### src/rtl/rtc_pkg.sv
package rtc_pkg;
  localparam int DATA_W = 32;
  localparam int ADDR_W = 2;

  localparam int ST_ALARM_PEND = 0;
  localparam int ST_TICK_PEND  = 1;
  localparam int ST_ALARM_EN   = 2;
  localparam int ST_TICK_EN    = 3;

  typedef enum logic [ADDR_W-1:0] {
    REG_SECS    = 2'd0,
    REG_ALARM   = 2'd1,
    REG_STATUS  = 2'd2,
    REG_DIVTRIM = 2'd3
  } regSel_e;

  typedef struct packed {
    logic              secsWr;
    logic              alarmWr;
    logic              divWr;
    logic [DATA_W-1:0] wrData;
  } dpStrobe_t;
endpackage

### src/rtl/rtc_prescaler.sv
module rtc_prescaler #(
  parameter int DIV_W       = 16,
  parameter int TRIM_W      = 10,
  parameter int TRIM_PERIOD = 1024,
  parameter int DEFAULT_DIV = 32767
) (
  input  logic              clk,
  input  logic              rstN,
  input  logic              loadEn,
  input  logic [DIV_W-1:0]  loadDiv,
  input  logic [DIV_W-1:0]  curDiv,
  input  logic [TRIM_W-1:0] curTrim,
  output logic              tick
);
  localparam int TCNT_W = (TRIM_PERIOD > 1) ? $clog2(TRIM_PERIOD) : 1;

  logic [DIV_W-1:0]  cnt;
  logic [TCNT_W-1:0] tcnt;
  logic [DIV_W-1:0]  trimExt;
  logic [DIV_W-1:0]  trimmedDiv;
  logic              wrapNow;

  assign tick       = (cnt == '0);
  assign trimExt    = DIV_W'(curTrim);
  assign trimmedDiv = (trimExt >= curDiv) ? '0 : (curDiv - trimExt);
  assign wrapNow    = (tcnt == TCNT_W'(TRIM_PERIOD - 1));

  always_ff @(posedge clk) begin
    if (!rstN) begin
      cnt  <= DIV_W'(DEFAULT_DIV);
      tcnt <= '0;
    end else if (loadEn) begin
      cnt  <= loadDiv;
      tcnt <= '0;
    end else if (tick) begin
      cnt  <= wrapNow ? trimmedDiv : curDiv;
      tcnt <= wrapNow ? '0 : tcnt + 1'b1;
    end else begin
      cnt  <= cnt - 1'b1;
    end
  end

  // a restart loads the requested count
  p_load_phase_r3: assert property (@(posedge clk) disable iff (!rstN)
    loadEn |=> cnt == $past(loadDiv));

  // a reload never exceeds the programmed count
  p_reload_bound_r5: assert property (@(posedge clk) disable iff (!rstN)
    (tick && !loadEn) |=> cnt <= $past(curDiv));
endmodule

### src/rtl/rtc_datapath.sv
module rtc_datapath
  import rtc_pkg::*;
#(
  parameter int DIV_W       = 16,
  parameter int TRIM_W      = 10,
  parameter int TRIM_PERIOD = 1024,
  parameter int DEFAULT_DIV = 32767,
  localparam int DT_W       = DIV_W + TRIM_W
) (
  input  logic              clk,
  input  logic              rstN,
  input  dpStrobe_t         strobe,
  output logic [DATA_W-1:0] secs,
  output logic [DATA_W-1:0] alarm,
  output logic [DT_W-1:0]   divTrim,
  output logic              tick,
  output logic              alarmHit
);
  logic [DIV_W-1:0] effDiv;
  logic [DIV_W-1:0] loadDiv;
  logic [DT_W-1:0]  wrDivTrim;
  logic             cmpPending;

  assign wrDivTrim = strobe.wrData[DT_W-1:0];
  assign effDiv    = (divTrim == '0)   ? DIV_W'(DEFAULT_DIV) : divTrim[DIV_W-1:0];
  assign loadDiv   = (wrDivTrim == '0) ? DIV_W'(DEFAULT_DIV) : wrDivTrim[DIV_W-1:0];

  rtc_prescaler #(
    .DIV_W(DIV_W), .TRIM_W(TRIM_W),
    .TRIM_PERIOD(TRIM_PERIOD), .DEFAULT_DIV(DEFAULT_DIV)
  ) u_prescaler (
    .clk(clk), .rstN(rstN),
    .loadEn(strobe.divWr), .loadDiv(loadDiv),
    .curDiv(effDiv), .curTrim(divTrim[DT_W-1:DIV_W]),
    .tick(tick)
  );

  always_ff @(posedge clk) begin
    if (!rstN) begin
      secs       <= '0;
      alarm      <= '0;
      divTrim    <= '0;
      cmpPending <= 1'b0;
    end else begin
      if (strobe.secsWr)     secs <= strobe.wrData;
      else if (tick)         secs <= secs + 32'd1;
      if (strobe.alarmWr)    alarm <= strobe.wrData;
      if (strobe.divWr)      divTrim <= wrDivTrim;
      cmpPending <= strobe.secsWr | strobe.alarmWr | tick;
    end
  end

  assign alarmHit = cmpPending && (secs == alarm);

  // software write beats a coincident tick
  p_write_wins_r11: assert property (@(posedge clk) disable iff (!rstN)
    strobe.secsWr |=> secs == $past(strobe.wrData));

  // each tick advances the count by one
  p_tick_step_r3: assert property (@(posedge clk) disable iff (!rstN)
    (tick && !strobe.secsWr) |=> secs == $past(secs) + 32'd1);

  // without a write or a tick the count holds
  p_hold_r2: assert property (@(posedge clk) disable iff (!rstN)
    (!tick && !strobe.secsWr) |=> $stable(secs));
endmodule

### src/rtl/rtc_ctrl.sv
module rtc_ctrl
  import rtc_pkg::*;
#(
  parameter int DT_W = 26
) (
  input  logic              clk,
  input  logic              rstN,
  input  logic [ADDR_W-1:0] busAddr,
  input  logic              busWrEn,
  input  logic [DATA_W-1:0] busWrData,
  input  logic [DATA_W-1:0] secs,
  input  logic [DATA_W-1:0] alarm,
  input  logic [DT_W-1:0]   divTrim,
  input  logic              tick,
  input  logic              alarmHit,
  output dpStrobe_t         strobe,
  output logic [DATA_W-1:0] busRdData,
  output logic              irqAlarm,
  output logic              irqTick
);
  logic alarmFlag, tickFlag, alarmEn, tickEn;
  logic stWr;

  assign stWr = busWrEn && (busAddr == REG_STATUS);

  always_comb begin
    strobe         = '0;
    strobe.wrData  = busWrData;
    strobe.secsWr  = busWrEn && (busAddr == REG_SECS);
    strobe.alarmWr = busWrEn && (busAddr == REG_ALARM);
    strobe.divWr   = busWrEn && (busAddr == REG_DIVTRIM);
  end

  always_ff @(posedge clk) begin
    if (!rstN) begin
      alarmFlag <= 1'b0;
      tickFlag  <= 1'b0;
      alarmEn   <= 1'b0;
      tickEn    <= 1'b0;
    end else begin
      if (alarmHit)                               alarmFlag <= 1'b1;
      else if (stWr && busWrData[ST_ALARM_PEND])  alarmFlag <= 1'b0;
      if (tick)                                   tickFlag <= 1'b1;
      else if (stWr && busWrData[ST_TICK_PEND])   tickFlag <= 1'b0;
      if (stWr) begin
        alarmEn <= busWrData[ST_ALARM_EN];
        tickEn  <= busWrData[ST_TICK_EN];
      end
    end
  end

  always_comb begin
    busRdData = '0;
    case (busAddr)
      REG_SECS:    busRdData = secs;
      REG_ALARM:   busRdData = alarm;
      REG_STATUS:  busRdData = {28'd0, tickEn, alarmEn, tickFlag, alarmFlag};
      default:     busRdData = DATA_W'(divTrim);
    endcase
  end

  assign irqAlarm = alarmFlag & alarmEn;
  assign irqTick  = tickFlag & tickEn;

  // a tick always leaves its flag set
  p_tick_sets_r6: assert property (@(posedge clk) disable iff (!rstN)
    tick |=> tickFlag);

  // a match leaves the alarm flag set even against a clear
  p_hit_sets_r7: assert property (@(posedge clk) disable iff (!rstN)
    alarmHit |=> alarmFlag);

  // writing zero to a pending bit keeps it
  p_zero_keeps_r8: assert property (@(posedge clk) disable iff (!rstN)
    (stWr && !busWrData[ST_ALARM_PEND] && !alarmHit) |=> alarmFlag == $past(alarmFlag));
endmodule

### src/rtl/rtc_alarm_unit.sv
module rtc_alarm_unit
  import rtc_pkg::*;
#(
  parameter int DIV_W       = 16,
  parameter int TRIM_W      = 10,
  parameter int TRIM_PERIOD = 1024,
  parameter int DEFAULT_DIV = 32767
) (
  input  logic        clk,
  input  logic        rstN,
  input  logic [1:0]  busAddr,
  input  logic        busWrEn,
  input  logic [31:0] busWrData,
  output logic [31:0] busRdData,
  output logic        irqAlarm,
  output logic        irqTick
);
  localparam int DT_W = DIV_W + TRIM_W;

  dpStrobe_t         strobe;
  logic [DATA_W-1:0] secs, alarm;
  logic [DT_W-1:0]   divTrim;
  logic              tick, alarmHit;

  rtc_datapath #(
    .DIV_W(DIV_W), .TRIM_W(TRIM_W),
    .TRIM_PERIOD(TRIM_PERIOD), .DEFAULT_DIV(DEFAULT_DIV)
  ) u_datapath (
    .clk(clk), .rstN(rstN), .strobe(strobe),
    .secs(secs), .alarm(alarm), .divTrim(divTrim),
    .tick(tick), .alarmHit(alarmHit)
  );

  rtc_ctrl #(.DT_W(DT_W)) u_ctrl (
    .clk(clk), .rstN(rstN),
    .busAddr(busAddr), .busWrEn(busWrEn), .busWrData(busWrData),
    .secs(secs), .alarm(alarm), .divTrim(divTrim),
    .tick(tick), .alarmHit(alarmHit),
    .strobe(strobe), .busRdData(busRdData),
    .irqAlarm(irqAlarm), .irqTick(irqTick)
  );
endmodule

### config.mk
export PLATFORM = sky130hd
export DESIGN_NAME = rtc_alarm_unit
export DESIGN_NICKNAME = d
export VERILOG_FILES = /design/src/rtl/rtc_pkg.sv /design/src/rtl/rtc_prescaler.sv /design/src/rtl/rtc_datapath.sv /design/src/rtl/rtc_ctrl.sv /design/src/rtl/rtc_alarm_unit.sv
export SDC_FILE = /design/constraint.sdc
export NUM_CORES = 1
export LEC_CHECK = 0
export BUFFER_PORTS_ARGS = -buffer_cell sky130_fd_sc_hd__buf_4
export CAP_MARGIN = 25
export CORE_ASPECT_RATIO = 1.75
export CORE_MARGIN = 1
export CORE_UTILIZATION = 53
export CTS_BUF_LIST = sky130_fd_sc_hd__clkbuf_4 sky130_fd_sc_hd__clkbuf_8 sky130_fd_sc_hd__clkbuf_16
export DETAILED_ROUTE_END_ITERATION = 12
export PLACE_DENSITY = 0.73
export SLEW_MARGIN = 40
export SYNTH_ARGS = -nofsm -noshare
export SYNTH_HDL_FRONTEND = slang
export SYNTH_SLANG_ARGS = --single-unit
### constraint.sdc
create_clock -name clk -period 9.4 [get_ports clk]
set_input_delay 1.88 -clock clk [delete_from_list [all_inputs] [get_ports clk]]
set_output_delay 1.88 -clock clk [all_outputs]
set_load 0.02 [all_outputs]
Word level (Yosys, flattened, before mapping)
Index checks and enable logic that the tools add are counted.

operators by class
  equality and inequality tests = 5
  bitwise operators = 5
  add/sub/neg operators = 4
  reduce and logical (&&, ||, !) cells = 15
  muxes and demuxes = 14
  $lt $le $gt $ge = 1

operators by type and width
  cell                     count
  $mux W16                 6
  $pmux W32 S3             1
  $mux W32                 2
  $logic_not A26 Y1        2
  $add A32 B1 Y32 const B  1
  $eq A32 B32 Y1           1
  $ge A10 B16 Y1           1
  $logic_not A16 Y1        1
  $sub A16 B1 Y16 const B  1
  $sub A16 B10 Y16         1
  $add A10 B1 Y10 const B  1
  $eq A10 B10 Y1 const B   1
  $mux W10                 1
  $logic_and A1 B1 Y1      7
  $reduce_bool A2 Y1       3
  $eq A2 B2 Y1 const B     2
  $mux W1                  4
  $and A1 B1 Y1            2
  $eq A2 B1 Y1 const B     1
  $logic_not A2 Y1         1
  $or A1 B1 Y1             2
  $reduce_or A2 Y1         1
  $not A1 Y1               1

storage, ports and cells
  word-level logic and storage cells = 54
  output and inout bits = 34
  bits in registers = 121
  bits of input ports = 37

Depth between registers and ports, before layout
  depth after elaboration = 7
  gate-level depth with buffers = 16
  gate-level depth less buffers = 13

Cells and area by module
A second synthesis with hierarchy kept.

unflattened totals
  cells, all modules = 981
  area, all modules = 8303.0 um^2

modules (own cells, without submodules)
  module         area each (um^2)  sequential area each (um^2)  instances  cells an instance
  rtc_datapath   4885.9            1821.7                       1          547
  rtc_prescaler  2311.0            520.5                        1          308
  rtc_ctrl       1106.1            80.1                         1          126

Least setup slack after synthesis
OpenSTA, ideal clock, no wires.

  kind = input to output
  start = in busAddr[0]
  end = out busRdData[11]
  cell stages on the path = 4
  path slack = 4.267 ns
  path buffers = 2
  required time = 7.520 ns
  arrival = 3.253 ns
  cell sequence = clkbuf_1 buf_1 mux2i_1 o21ai_0

between the ends
  longest elaborated chain between the ends = 2
  elaborated cells between the ends (all ways) = 4
  those cells by class = eq/ne (2); mux (1); reduce/logical (1)

ends and longest elaborated chain
  item                                  line                  source
  start, declared                       rtc_alarm_unit.sv:11  input logic [1:0] busAddr,
  $eq A2 B2 Y1 (tied with other cells)  rtc_ctrl.sv:54        case (busAddr)
  $pmux W32 S3 (*)                      rtc_ctrl.sv:54
  end, declared                         rtc_alarm_unit.sv:14  output logic [31:0] busRdData,

Every way passes the cells marked *; elsewhere a longest branch is shown, timed or not.

Worst setup path after layout
  start = in busAddr[0]
  end = out busRdData[4]

The elaborated chain is that of the path after synthesis.

==> flow_metrics.py <==
metrics = {
    "run_status": {
        "status": "finished, final reports clean",
    },
    "clock_tree": {
        "ctsResizeCount": 0,
        "cts_buffers": 17,
        "clock_path_buffers": 2,
        "clkSlewWorstSetupHoldPaths_ps": 60,
        "cts_tree": "built",
        "cts_hold_buf": 0,
        "htree_levels": 4,
        "cts-root-buf": "clkbuf_16",
        "clock_sinks": 121,
        "worstSkewPairLatency_ps": 420,
        "post_cts_buffers": 0,
    },
    "power": {
        "max-vdd-ir-drop_uv": 144,
        "powerDensity_mw_per_mm2": 185,
        "p_switching_uw": 479,
        "internal_power_mw": 1.10,
        "power_switching_share": 0.302,
        "leakagePower_nw": 3.10,
        "clkPwrFrac": 0.448,
        "p_seq_frac": 0.356,
        "combPwrFrac": 0.196,
    },
    "floorplanning": {
        "core_area_mm2": 0.0135,
        "initial_core_util": 0.547,
        "die-area_mm2": 0.0144,
        "ios": 71,
        "dieWidth_um": 91.1,
        "rows": 56,
        "die_h_um": 158,
    },
    "sta": {
        "skew_ps": 7.11,
        "slew_headroom": 0.437,
        "slew_violations": 0,
        "worst_pin_slew_ps": 845,
        "hold-worst-slack_ps": 473,
        "min_period_ps": 5250,
        "rsz0062_at_grt": "no",
        "post-route-period-util": 0.559,
        "fmax_ghz": 0.190,
        "finalSetupViolations": 0,
        "finalHoldViolations": 0,
        "fin_setup_tns_ps": 0,
    },
    "final_layout": {
        "nFillCells": 1252,
        "drive_above_1_share": 0.129,
        "finalNonFillerCells": 1190,
        "area_growth_pct": 16.2,
        "fin_area_mm2": 0.00856,
        "num_antenna_cells": 0,
        "fin_nets": 1055,
    },
    "synth": {
        "synth_top_cells_by_count": "nand2_1, dfxtp_1, a21oi_1",
        "synth_area_leaders": "dfxtp_1, nand2_1, a21oi_1",
        "syn_area_per_cell_um2": 7.56,
        "yosysTopAreaCell": "dfxtp_1",
        "synth.top_cell.area_share": 0.329,
        "synth.yosys.seq_area_share": 0.329,
        "yosysMostFrequentCell": "nand2_1",
        "synth_edf_count": 0,
        "ys_types": 59,
        "synth_seq_cells": 121,
        "synthArstFlopShare": 0,
        "ys_warn_count": 0,
        "synth_ff_type": "dfxtp_1",
        "synth_fp_nets": 1025,
        "syn_area_mm2": 0.00736,
        "synth_cells": 974,
    },
    "drt": {
        "routed.top_layer": "met4",
        "wire_per_inst_um": 21.0,
        "firstDrtPassIters": 6,
        "drtIter0Drc": 581,
        "met3_length_um": 1480,
        "wl_met2_um": 12400,
        "wl_um": 25000,
        "drc": 0,
        "vias": 7565,
        "postRouteAntennaNets": 0,
        "vias_per_cell": 6.36,
        "m1WireLength_um": 8950,
    },
    "worst_setup_path": {
        "r2r-start": "u_datapath.divTrim[11]",
        "end_kind": "output port",
        "worst_r2r_path_depth": 13,
        "worst-setup-path-type": "in2out",
        "required_ps": 7520,
        "critPathMaxFanout": 38,
        "crit-reg2reg-capture": "u_datapath.u_prescaler.cnt[15]",
        "r2r_slack_ps": 5020,
        "cp.arrival_ps": 3370,
        "start_kind": "primary input",
    },
    "global_routing": {
        "grt_max_degree": 74,
        "grt_pass1_vias": 7121,
        "gr-total-overflow": 0,
        "grt_pass1_wl_um": 38600,
        "track_usage": 0.354,
        "grt_antenna_before_repair": 0,
    },
    "run": {
        "drv_cap": 0,
    },
    "placement": {
        "dp.cells": 1159,
        "io_buffer_count": 70,
        "gp_congestion": 0.969,
        "dp_hpwl_um": 17800,
        "postPlaceCellArea_mm2": 0.00791,
    },
    "worst_hold_path": {
        "min_from": "u_datapath.u_prescaler.tcnt[1]",
        "hold_depth": 2,
        "holdPathEnd": "u_datapath.u_prescaler.tcnt[1]",
        "min_path_type": "reg2reg",
    },
}
through the flow:
step	power (mW)	worst slack, ps	util
6_report	1.58	4150	0.636
5_1_grt	1.64	4040	0.636
4_1_cts	1.58	4170	0.635
3_5_place_dp	0.874	4180	0.588
3_3_place_gp	0.871	3910	0.588
2_1_floorplan	0.771	4270	-
per-layer routing:
layer	vias up	GRT usage
met5	-	0
met4	0	0.277
met3	123	0.0543
met2	370	0.614
met1	3565	0.385
li1	3507	-
area by class of cell:
type / count / area, um^2 / area share
timing repair buffer: 78 / 586 / 0.0684
sequential: 121 / 2420 / 0.283
inverter: 26 / 97.6 / 0.0114
clock buffer: 19 / 447 / 0.0522
clock inverter: 12 / 188 / 0.0219
multi-input combinational: 760 / 4600 / 0.538
tap: 174 / 218 / 0.0254
critical path: stages:
cell and delay [ps]:
buf_4 490, and2_2 600, nand2_1 110, o21ai_0 100, buf_4 170
sequential cells by signal, summed over array words and instances (netlist names):
name	cells
u_datapath.secs	32
u_ctrl.alarmEn	1
u_datapath.cmpPending	1
u_datapath.divTrim	26
u_ctrl.tickFlag	1
u_ctrl.alarmFlag	1
u_datapath.u_prescaler.cnt	16
u_datapath.alarm	32
u_datapath.u_prescaler.tcnt	10
u_ctrl.tickEn	1
power groups by stage:
stage,logic [mW],clock network (mW),registers [mW]
after global routing,0.334,0.736,0.567
after floorplan,0.210,0,0.561
after global placement,0.298,0,0.573
after CTS,0.303,0.711,0.562
after detailed placement,0.301,0,0.573
final,0.310,0.709,0.564
kinds of logic (layout without fill, tap and decap cells):
logic type                 after synthesis  count (layout)  share of synthesized area
AOI/OAI and AO/OA                      233             233                      0.183
xor gates and xnor gates                87              87                      0.103
adders and majority gates               14              14                     0.0248
buffers and inverters                   93             135                     0.0489
DFF                                    121             121                      0.329
muxes                                   37              37                     0.0573
and+or+nand+nor                        389             389                      0.254
cell usage in the layout (no fill, tap or decap), types with 32 or more instances in the layout:
| master | instances |
|---|---|
| a21oi_1 | 109 |
| buf_4 | 78 |
| dfxtp_1 | 121 |
| mux2i_1 | 32 |
| nand2_1 | 174 |
| nor2_1 | 56 |
| o21ai_0 | 65 |
| xnor2_1 | 51 |
| xor2_1 | 36 |
worst max path at each step:
| stage | start | to | slack [ps] | cells past startpoint |
|---|---|---|---|---|
| 2_1_floorplan | busAddr[0] | busRdData[11] | 4270 | 4 |
| 3_3_place_gp | busAddr[0] | busRdData[16] | 3910 | 5 |
| 3_5_place_dp | busAddr[0] | busRdData[4] | 4180 | 5 |
| 4_1_cts | busAddr[0] | busRdData[4] | 4170 | 5 |
| 5_1_grt | busAddr[0] | busRdData[19] | 4040 | 5 |
| 6_report | busAddr[0] | busRdData[4] | 4150 | 5 |
(Power assumes the default switching activity.)
